===== config.mk =====
export PLATFORM = sky130hd
export DESIGN_NAME = dbpll_core
export DESIGN_NICKNAME = d
export VERILOG_FILES = /design/src/rtl/dbpll_pkg.sv /design/src/rtl/dbpll_divider.sv /design/src/rtl/dbpll_prescaler.sv /design/src/rtl/dbpll_pfd.sv /design/src/rtl/dbpll_core.sv
export SDC_FILE = /design/constraint.sdc
export NUM_CORES = 1
export LEC_CHECK = 0
export ABC_AREA = 0
export CORE_MARGIN = 2
export CORE_UTILIZATION = 40
export CTS_CLUSTER_SIZE = 12
export DETAILED_ROUTE_END_ITERATION = 16
export GPL_TIMING_DRIVEN = 0
export PLACE_DENSITY_LB_ADDON = 0.12
export SETUP_SLACK_MARGIN = 0.5
export SYNTH_ARGS = -nofsm -noshare
export SYNTH_HDL_FRONTEND = slang
export SYNTH_SLANG_ARGS = --single-unit

===== constraint.sdc =====
create_clock -name clk -period 2.35 [get_ports clk]
set_input_delay 0.3525 -clock clk [delete_from_list [all_inputs] [get_ports clk]]
set_output_delay 0.3525 -clock clk [all_outputs]
set_load 0.02 [all_outputs]

===== src/rtl/dbpll_pkg.sv =====
package dbpll_pkg;
   typedef enum logic {
      BAND_HIGH = 1'b0,
      BAND_LOW  = 1'b1
   } band_e;

   localparam int MIN_DIVISOR = 2;
endpackage


===== src/rtl/dbpll_divider.sv =====
module dbpll_divider #(
   parameter int W = 16
) (
   input  logic         clk,
   input  logic         rst_n,
   input  logic         tick,
   input  logic [W-1:0] divisor,
   output logic         pulse
);
   import dbpll_pkg::*;

   localparam logic [W-1:0] FLOOR = W'(MIN_DIVISOR);
   localparam logic [W-1:0] ONE   = W'(1);

   logic [W-1:0] cnt;
   logic [W-1:0] load_val;

   // clamp illegal divisors; sampled only at terminal count
   always_comb load_val = (divisor < FLOOR) ? FLOOR : divisor;

   always_ff @(posedge clk or negedge rst_n) begin
      if (!rst_n) begin
         cnt   <= ONE;
         pulse <= 1'b0;
      end else begin
         pulse <= 1'b0;
         if (tick) begin
            if (cnt == ONE) begin
               cnt   <= load_val;
               pulse <= 1'b1;
            end else begin
               cnt <= cnt - ONE;
            end
         end
      end
   end
endmodule


===== src/rtl/dbpll_prescaler.sv =====
module dbpll_prescaler #(
   parameter int LOG2 = 1
) (
   input  logic clk,
   input  logic rst_n,
   input  logic tick,
   output logic tick_out
);
   generate
      if (LOG2 == 0) begin : g_bypass
         assign tick_out = tick;
      end else begin : g_div
         logic [LOG2-1:0] ph;
         always_ff @(posedge clk or negedge rst_n) begin
            if (!rst_n)    ph <= '0;
            else if (tick) ph <= ph + 1'b1;
         end
         assign tick_out = tick & (&ph);
      end
   endgenerate
endmodule


===== src/rtl/dbpll_pfd.sv =====
module dbpll_pfd #(
   parameter int THR_W    = 8,
   parameter int LOCK_RUN = 4
) (
   input  logic             clk,
   input  logic             rst_n,
   input  logic             ref_p,
   input  logic             fb_p,
   input  logic             ref_tick,
   input  logic [THR_W-1:0] thr,
   output logic             up_q,
   output logic             dn_q,
   output logic             over_thr,
   output logic             locked
);
   localparam int GW = $clog2(LOCK_RUN + 1);
   localparam logic [GW-1:0] RUN_TOP  = GW'(LOCK_RUN);
   localparam logic [GW-1:0] RUN_LAST = GW'(LOCK_RUN - 1);

   logic [THR_W-1:0] wcnt;
   logic [GW-1:0]    good;
   logic             one_side;
   logic             both;

   assign one_side = up_q ^ dn_q;
   assign both     = up_q & dn_q;
   assign over_thr = (wcnt >= thr);

   // three-state detector: a pulse in the clearing cycle survives
   always_ff @(posedge clk or negedge rst_n) begin
      if (!rst_n) begin
         up_q <= 1'b0;
         dn_q <= 1'b0;
      end else begin
         up_q <= ref_p | (up_q & ~dn_q);
         dn_q <= fb_p  | (dn_q & ~up_q);
      end
   end

   always_ff @(posedge clk or negedge rst_n) begin
      if (!rst_n) begin
         wcnt   <= '0;
         good   <= '0;
         locked <= 1'b0;
      end else if (one_side && over_thr) begin
         locked <= 1'b0;
         good   <= '0;
         if (ref_tick && wcnt != '1) wcnt <= wcnt + 1'b1;
      end else if (both) begin
         wcnt <= '0;
         if (over_thr) begin
            locked <= 1'b0;
            good   <= '0;
         end else begin
            if (good < RUN_TOP)    good   <= good + 1'b1;
            if (good >= RUN_LAST)  locked <= 1'b1;
         end
      end else if (one_side && ref_tick && wcnt != '1) begin
         wcnt <= wcnt + 1'b1;
      end
   end
endmodule


===== src/rtl/dbpll_core.sv =====
module dbpll_core #(
   parameter int DIV_W       = 16,
   parameter int THR_W       = 8,
   parameter int LOCK_RUN    = 4,
   parameter int HB_PRE_LOG2 = 1
) (
   input  logic             clk,
   input  logic             rst_n,
   input  logic             xtal_tick,
   input  logic             vco_hb_tick,
   input  logic             vco_lb_tick,
   input  logic [DIV_W-1:0] ref_div,
   input  logic [DIV_W-1:0] main_div,
   input  logic             band_low,
   input  logic             pol_pos,
   input  logic             cur_lvl1,
   input  logic             test_mode,
   input  logic [THR_W-1:0] lock_thr,
   output logic             pump_up,
   output logic             pump_dn,
   output logic             pump_en_hb,
   output logic             pump_en_lb,
   output logic             pump_lvl1,
   output logic             locked
);
   import dbpll_pkg::*;

   initial begin
      if (DIV_W < 2)       $fatal(1, "DIV_W must be at least 2");
      if (THR_W < 1)       $fatal(1, "THR_W must be at least 1");
      if (LOCK_RUN < 1)    $fatal(1, "LOCK_RUN must be at least 1");
      if (HB_PRE_LOG2 < 0) $fatal(1, "HB_PRE_LOG2 must not be negative");
   end

   band_e band;
   logic  hb_div;
   logic  fb_tick;
   logic  ref_p;
   logic  fb_p;
   logic  up_q;
   logic  dn_q;
   logic  over_thr;

   assign band = band_e'(band_low);

   dbpll_prescaler #(.LOG2(HB_PRE_LOG2)) u_pre (
      .clk(clk), .rst_n(rst_n), .tick(vco_hb_tick), .tick_out(hb_div)
   );

   assign fb_tick = (band == BAND_LOW) ? vco_lb_tick : hb_div;

   dbpll_divider #(.W(DIV_W)) u_ref (
      .clk(clk), .rst_n(rst_n), .tick(xtal_tick), .divisor(ref_div), .pulse(ref_p)
   );

   dbpll_divider #(.W(DIV_W)) u_main (
      .clk(clk), .rst_n(rst_n), .tick(fb_tick), .divisor(main_div), .pulse(fb_p)
   );

   dbpll_pfd #(.THR_W(THR_W), .LOCK_RUN(LOCK_RUN)) u_pfd (
      .clk(clk), .rst_n(rst_n), .ref_p(ref_p), .fb_p(fb_p), .ref_tick(xtal_tick),
      .thr(lock_thr), .up_q(up_q), .dn_q(dn_q), .over_thr(over_thr), .locked(locked)
   );

   always_comb begin
      if (test_mode) begin
         pump_up = ref_p;
         pump_dn = fb_p;
      end else if (pol_pos) begin
         pump_up = up_q;
         pump_dn = dn_q;
      end else begin
         pump_up = dn_q;
         pump_dn = up_q;
      end
   end

   assign pump_en_hb = (band == BAND_HIGH);
   assign pump_en_lb = (band == BAND_LOW);
   assign pump_lvl1  = cur_lvl1;
endmodule


# Word level (Yosys, flattened, before mapping)
# Cells that the tools add are included.
totals:
  register_bits: 49
  output_inout_bits: 6
op_classes:
  bitwise_logic: 10
  n_reduce_logical: 11
  n_lt_le_gt_ge: 5
  eq_ne: 4
  mux: 25
  n_addsub: 5
op_table:
  columns: ["operator", "n"]
  rows:
  - ["$mux W16", 4]
  - ["$eq A16 B1 Y1 const B", 2]
  - ["$lt A16 B2 Y1 const B", 2]
  - ["$mux W8", 4]
  - ["$sub A16 B1 Y16 const B", 2]
  - ["$mux W1", 13]
  - ["$mux W3", 4]
  - ["$reduce_bool A3 Y1", 3]
  - ["$add A8 B1 Y8 const B", 1]
  - ["$ge A8 B8 Y1", 1]
  - ["$ne A8 B8 Y1 const B", 1]
  - ["$reduce_and A2 Y1", 3]
  - ["$and A1 B1 Y1", 4]
  - ["$logic_and A1 B1 Y1", 4]
  - ["$add A3 B1 Y3 const B", 1]
  - ["$ge A3 B2 Y1 const B", 1]
  - ["$lt A3 B3 Y1 const B", 1]
  - ["$not A1 Y1", 3]
  - ["$ne A2 B2 Y1 const B", 1]
  - ["$or A1 B1 Y1", 2]
  - ["$reduce_bool A2 Y1", 1]
  - ["$add A1 B1 Y1 const B", 1]
  - ["$xor A1 B1 Y1", 1]

# Longest topological paths before layout
# Gate-level depths: netlist of run 1.
logic_depth:
  ltp_word: 6
  mapped_depth: 9

# By module
# From an unflattened synthesis of run 1, not the netlist that was laid out.
hier_totals:
  cells_unflattened: 389
  area_unflattened_um2: 3420.8
by_module_without_submodules:
  columns: ["module", "n_inst", "cells_per_inst", "seq_area_each_um2", "area_each_um2"]
  rows:
  - ["dbpll_divider at u_main", 1, 136, 426.7, 1169.9]
  - ["dbpll_divider at u_ref", 1, 129, 426.7, 1109.8]
  - ["dbpll_pfd", 1, 111, 350.3, 1032.2]
  - ["dbpll_core", 1, 10, 0.0, 67.6]
  - ["dbpll_prescaler", 1, 3, 25.0, 41.3]

# Worst setup path before layout of run 1
# No wires, ideal clock.
synth_timing:
  kind: "flip-flop to flip-flop"
  from: "register u_ref.cnt[0]"
  to: "register u_ref.cnt[1]"
  arrival_time_ns: 1.909
  path_buffers: 2
  period_less_slack_ns: 2.043
  path_stages_with_launch: 9
  t_required_ns: 2.216
  path_slack_ns: 0.307
  path_cell_list: "dfstp_2 > ha_1 > nor4b_1 > and4_1 > buf_2 > clkbuf_1 > nand2_1 > o21ai_0 > o21ai_0"
synth_between:
  elab_chain_cells: 2
  elab_cells_between_ends: 3
synth_rtl:
  columns: ["element", "line_no", "rtl"]
  rows:
  - ["start: declaration", "dbpll_divider.sv:15", "logic [W-1:0] cnt;"]
  - ["start signal: assignment", "dbpll_divider.sv:29", "cnt <= load_val;"]
  - ["start signal: assignment", "dbpll_divider.sv:32", "cnt <= cnt - ONE;"]
  - ["$sub A16 B1 Y16 or $eq A16 B1 Y1 (tied branches)", "dbpll_divider.sv:32, dbpll_divider.sv:28", null]
  - ["$mux W16 (*)", "dbpll_divider.sv:28", "if (cnt == ONE) begin"]
# Every way passes the cells marked *; elsewhere a longest branch is shown, timed or not.
# A chain may end at the register's enable or synchronous reset.

# Worst setup path in the final report of run 1
layout_timing:
  from: "register u_ref.cnt[1]"
  to: "register u_ref.cnt[15]"
# The elaborated chain is that of the path after synthesis.

==> results.json, run 1 <==
{
  "outcome": "complete, but fails checks",
  "violations": "hold timing",
  "critical_path.top_delay_family": "simple AND/OR/NAND/NOR gates",
  "period_needed_ns": 2.09,
  "grt_util_all_layers_pct": 20.4,
  "vias": 3341,
  "gp_congestion": 0.863,
  "ys_async_sr_fraction_pct": 100,
  "ff2ff_path_depth": 5,
  "hold_class": "input port to asynchronous set/reset pin",
  "power.density_nw_per_um2": 847,
  "place_area_um2": 3950,
  "fin_crit_sh_pct": 88.9,
  "dieArea_um2": 8810,
  "hpwl_um": 6080,
  "synthCells": 390,
  "ant_nets": 0,
  "vias_per_cell": 5.67,
  "worstPathRequired_ns": 2.54,
  "start_util_pct": 41.6,
  "area_delta_synth_final_pct": 50.4,
  "fin_cells": 589,
  "synth_seq_area_share_pct": 38.0,
  "cp_slowest_cell": "or4_4",
  "grt_pass1_wl_um": 14400,
  "syn_area_um2": 3230,
  "tightest_slew_ns": 0.567,
  "maxSlewViolCount": 0,
  "synth-edff-count": 0,
  "cp_max_fo": 4,
  "crit_arrival_ns": 2.28,
  "syn_avg_cell_area_um2": 8.28,
  "synth.distinct_cells": 51,
  "setup_viol": 0,
  "setup_tns_ns": 0,
  "ys.flop_type": "dfrtp_1",
  "synth_nets": 457,
  "p_leak_nw": 2.02,
  "yosys_warnings": 0,
  "power_frac_comb_pct": 46.5,
  "rsz0062_at_grt": "true",
  "clock_latency_ns": 0.31,
  "ys_seq_elements": 49,
  "skew_ns": 0.0153,
  "grt_antenna_before_repair": 0,
  "grt-ovfl-total": 0,
  "critical_path.cell_chain": "or4_4 -> or3_4 -> or4_4 -> mux2i_1 -> nand2_1",
  "clock_sinks": 49,
  "grt_start_max_net_pins": 30,
  "max_slew_margin_pct": 62.2,
  "routed_wl_um": 9430,
  "vdd.ir_drop.worst_uv": 535,
  "clkPwrFrac_pct": 15.1,
  "p_seq_share_pct": 38.4,
  "fin_nets": 553,
  "clock_path_buffers": 2,
  "finalInstanceArea_um2": 4860,
  "worst_hold_slack_ns": -0.000968,
  "drt_iter0_markers": 136,
  "worstReg2RegStart": "u_ref.cnt[1]$_DFFE_PN0P_",
  "finalHoldViolCount": 2,
  "core_um2": 7770,
  "reg2reg_slack_ns": 0.26,
  "cpPeakStageDelay_ns": 0.54,
  "critPathBufInv": 0,
  "path_clk_slew_ns": 0.10,
  "cts_tree": "built",
  "grt_pass1_vias": 3108,
  "layout_common_cells": "46 x clkdlybuf4s50_1, 42 x dfrtp_1, 37 x nand2_1",
  "die_height_um": 93.9,
  "drc_errors": 0,
  "antenna_cells": 0,
  "worstSetupPathType": "flip-flop to flip-flop",
  "placed_cells": 545,
  "drive_gt1_share_pct": 31.0,
  "fmax_mhz": 479,
  "io_buffers": 52,
  "drtPass1Iterations": 5,
  "startpoint_type": "flip-flop",
  "r2r-end": "u_ref.cnt[15]$_DFFE_PN0P_",
  "numCtsBuffers": 5,
  "power.internal_mw": 2.41,
  "switching_share_pct": 41.4,
  "p_sw_mw": 1.70,
  "pin_count": 55,
  "die_x_um": 93.9,
  "wl_per_cell_um": 16.0,
  "rows": 32,
  "htreeDepth": 2,
  "clockRootBuffer": "clkbuf_8",
  "maxCapViolCount": 0,
  "final_common_cell": "clkdlybuf4s50_1",
  "end_kind": "flip-flop",
  "crit_path_frequent_cell": "or4_4"
}
## registers in the layout, summed over array words and instances (netlist names)
name / cells
u_pfd.dn_q: 1
u_ref.cnt: 16
u_pfd.locked: 1
u_pfd.good: 3
u_pfd.up_q: 1
u_pre.g_div.ph: 1
u_ref.pulse: 1
u_main.cnt: 16
u_main.pulse: 1
u_pfd.wcnt: 8
## power by group through the flow
stage	clock, mW	sequential, mW	combinational, mW
2_1_floorplan	0	1.46	0.934
3_3_place_gp	0	1.54	1.24
3_5_place_dp	0	1.54	1.29
4_1_cts	0.641	1.53	1.55
5_1_grt	0.670	1.63	2.12
6_report	0.621	1.58	1.92
## cell families after synthesis
group | after synthesis | synth area share [%]
AO/OA/AOI/OAI | 98 | 18.3
XOR/XNOR | 6 | 1.63
adder cells (fa/ha/maj) | 18 | 6.97
buffers and inverters | 46 | 5.69
flip-flops | 49 | 38.0
multiplexers | 5 | 1.55
AND/OR/NAND/NOR | 168 | 27.8
## Yosys cell counts (3+ instances only)
master / instances / area (um2)
dfrtp_1: 47 / 1180
nand2_1: 40 / 150
o21ai_0: 36 / 180
inv_1: 30 / 113
a21oi_1: 27 / 135
nor2_1: 25 / 93.8
nor3_1: 20 / 100
nand3_1: 19 / 95.1
ha_1: 18 / 225
nor4_1: 16 / 100
clkbuf_1: 11 / 41.3
nand4_1: 10 / 62.6
o31ai_1: 7 / 52.6
or3_1: 7 / 43.8
mux2i_1: 5 / 50.1
xnor2_1: 5 / 43.8
a22oi_1: 4 / 30.0
or2_2: 4 / 25.0
and2_1: 3 / 18.8
and4_1: 3 / 26.3
nor2b_1: 3 / 18.8
o211ai_1: 3 / 22.5
o22ai_1: 3 / 18.8
or4_1: 3 / 22.5
## how the worst max path moves through the flow
stage,startpoint,end,slack (ns),cells past startpoint
after floorplan,u_ref.cnt[0]$_DFFE_PN1P_,u_ref.cnt[15]$_DFFE_PN0P_,0.36,5
after global placement,rst_n,u_pre.g_div.ph$_DFFE_PN0P_,-0.60,1
after detailed placement,vco_hb_tick,u_main.cnt[8]$_DFFE_PN0P_,-0.005,6
after CTS,u_ref.cnt[0]$_DFFE_PN1P_,u_ref.cnt[15]$_DFFE_PN0P_,0.27,5
after global routing,u_ref.cnt[0]$_DFFE_PN1P_,u_ref.cnt[15]$_DFFE_PN0P_,0.21,5
final,u_ref.cnt[1]$_DFFE_PN0P_,u_ref.cnt[15]$_DFFE_PN0P_,0.26,5
## metal layers
layer	track usage [%]	vias to the layer above	wire (um)
met5	0	-	0
met4	7.13	0	122
met3	3.53	16	415
met2	31.8	86	4640
met1	28.4	1619	4250
li1	-	1620	-
## per-stage QoR
stage | power (mW) | utilization (%) | worst slack, ns
3_3_place_gp | 2.78 | 50.7 | -0.599
4_1_cts | 3.71 | 56.3 | 0.273
2_1_floorplan | 2.40 | - | 0.356
5_1_grt | 4.42 | 62.5 | 0.210
3_5_place_dp | 2.83 | 50.9 | -0.00539
6_report | 4.12 | 62.5 | 0.262
## what timing repair did
item,4_1_cts,5_1_grt
gates cloned,0,1
gates resized for setup,50,103
buffers inserted,19,16
pin swaps,17,33
hold buffers,0,0
endpoints found under the setup margin,46,47
## layout make-up
cell class,instances,area [um2]
fillers,676,2910
clock inverters,3,43.8
well taps,102,128
inverters,30,115
flip-flops and latches,49,1230
multi-input cells,295,2300
plain buffers,16,133
clock buffers,5,68.8
repair buffers,89,837
Note: power is estimated with default switching activity, not from simulation.
==> inputs of run 2 (changes only) <==
--- a/config.mk
+++ b/config.mk
@@ -12,6 +12,8 @@
 export DETAILED_ROUTE_END_ITERATION = 16
 export GPL_TIMING_DRIVEN = 0
 export PLACE_DENSITY_LB_ADDON = 0.12
+export RECOVER_POWER = 50
+export REMOVE_ABC_BUFFERS = 1
 export SETUP_SLACK_MARGIN = 0.5
 export SYNTH_ARGS = -nofsm -noshare
 export SYNTH_HDL_FRONTEND = slang
==> results.json, run 2 (synthesized netlist as in run 1, its figures left out) <==
{
  "outcome": "finished, final reports clean",
  "p_leak_nw": 1.85,
  "crit_start": "u_ref.cnt[1]$_DFFE_PN0P_",
  "critical_path.top_delay_family": "simple AND/OR/NAND/NOR gates",
  "drive_gt1_share_pct": 23.7,
  "finalInstanceArea_um2": 4520,
  "worstPathRequired_ns": 2.54,
  "grt-ovfl-total": 0,
  "cp_slowest_cell": "or4_4",
  "cp_max_fo": 3,
  "crit_path_frequent_cell": "or4_4",
  "clockRootBuffer": "clkbuf_8",
  "place_area_um2": 3820,
  "setup_tns_ns": 0,
  "fillers": 706,
  "reg2reg_slack_ns": 0.27,
  "final_common_cell": "clkdlybuf4s50_1",
  "rows": 32,
  "hold_start": "vco_hb_tick",
  "cts_tree": "built",
  "worstSetupPathType": "flip-flop to flip-flop",
  "placed_cells": 529,
  "p_sw_mw": 1.59,
  "grt_pass1_wl_um": 14700,
  "power.internal_mw": 2.22,
  "p_seq_share_pct": 41.1,
  "maxCapViolCount": 0,
  "antenna_cells": 0,
  "tightest_slew_ns": 0.832,
  "clock_sinks": 49,
  "rsz0062_at_grt": "true",
  "setup_viol": 0,
  "vias": 3198,
  "die_x_um": 93.9,
  "clock_path_buffers": 2,
  "max_slew_margin_pct": 44.5,
  "finalHoldViolCount": 0,
  "fin_cells": 567,
  "drt_iter0_markers": 154,
  "fin_crit_sh_pct": 88.4,
  "switching_share_pct": 41.7,
  "critPathBufInv": 0,
  "cpPeakStageDelay_ns": 0.53,
  "start_util_pct": 41.6,
  "grt_util_all_layers_pct": 20.7,
  "hold_depth": 2,
  "grt_start_max_net_pins": 37,
  "drtPass1Iterations": 4,
  "crit_arrival_ns": 2.27,
  "grt_pass1_vias": 3086,
  "fmax_mhz": 481,
  "power_frac_comb_pct": 44.9,
  "r2r-end": "u_ref.cnt[15]$_DFFE_PN0P_",
  "top_regs": "u_main.cnt x16, u_ref.cnt x16, u_pfd.wcnt x8",
  "power_mw": 3.81,
  "end_kind": "flip-flop",
  "critical_path.cell_chain": "or4_4 -> or3_4 -> or4_4 -> mux2i_1 -> nand2_1",
  "layout_common_cells": "45 x clkdlybuf4s50_1, 43 x dfrtp_1, 36 x nand2_1",
  "pin_count": 55,
  "die_height_um": 93.9,
  "dieArea_um2": 8810,
  "hpwl_um": 5770,
  "ff2ff_path_depth": 5,
  "core_um2": 7770,
  "worstReg2RegStart": "u_ref.cnt[1]$_DFFE_PN0P_",
  "vias_per_cell": 5.64,
  "maxSlewViolCount": 0,
  "numCtsBuffers": 5,
  "area_delta_synth_final_pct": 39.9,
  "hold_class": "input port to flip-flop",
  "grt_antenna_before_repair": 0,
  "path_clk_slew_ns": 0.09,
  "routed_wl_um": 8920,
  "io_buffers": 52,
  "hold_end": "u_pre.g_div.ph$_DFFE_PN0P_",
  "startpoint_type": "flip-flop",
  "period_needed_ns": 2.08,
  "ant_nets": 0,
  "clkPwrFrac_pct": 14.0,
  "skew_ns": 0.00658,
  "fin_nets": 531,
  "clock_latency_ns": 0.30,
  "vdd.ir_drop.worst_uv": 367,
  "drc_errors": 0,
  "worst_hold_slack_ns": 0.399,
  "power.density_nw_per_um2": 844,
  "wl_per_cell_um": 15.7,
  "htreeDepth": 2,
  "gp_congestion": 0.803
}
==> run 2: power groups by stage <==
stage          sequential (mW)  clock [mW]  combinational (mW)
2_1_floorplan             1.46           0               0.858
3_3_place_gp              1.54           0                1.16
3_5_place_dp              1.55           0                1.20
4_1_cts                   1.53       0.552                1.52
5_1_grt                   1.62       0.601                1.91
6_report                  1.57       0.535                1.71
==> run 2: worst max path at each step <==
stage,end,slack [ns],cells after the start
2_1_floorplan,u_ref.cnt[11]$_DFFE_PN0P_,0.32,6
5_1_grt,u_ref.cnt[15]$_DFFE_PN0P_,0.21,5
6_report,u_ref.cnt[15]$_DFFE_PN0P_,0.27,5
4_1_cts,u_ref.cnt[15]$_DFFE_PN0P_,0.27,5
3_5_place_dp,u_ref.cnt[15]$_DFFE_PN0P_,-0.45,5
3_3_place_gp,u_main.cnt[3]$_DFFE_PN0P_,-0.64,1
==> run 2: layout make-up <==
type / instances / area (um2) / share of cell area (%)
multi-input cells: 295 / 2170 / 48.1
clock inverters: 2 / 13.8 / 0.305
clock buffers: 6 / 82.6 / 1.83
flip-flops and latches: 49 / 1230 / 27.3
repair buffers: 83 / 777 / 17.2
inverters: 30 / 113 / 2.49
well taps: 102 / 128 / 2.82
==> run 2: repair_timing <==
item                       in CTS  in global routing
resized for setup              54                 50
gates cloned                    0                  0
hold buffers                    1                  0
pin swaps                      17                 22
hold endpoints to repair       13                  0
buffers inserted               23                  6
setup endpoints to repair      50                 45
==> run 2: routing by layer <==
metal	track usage, %	vias to the layer above	part of all wire [%]
li1	-	1573	-
met1	30.0	1523	46
met2	32.9	96	49
met3	3.45	6	5.0
met4	3.86	0	0.59
met5	0	-	0
==> run 2: stage by stage <==
step / setup WS [ns] / utilization, %
after global placement: -0.639 / 49.0
after CTS: 0.272 / 55.1
after detailed placement: -0.452 / 49.2
after floorplan: 0.324 / -
after global routing: 0.213 / 58.2
final: 0.273 / 58.2
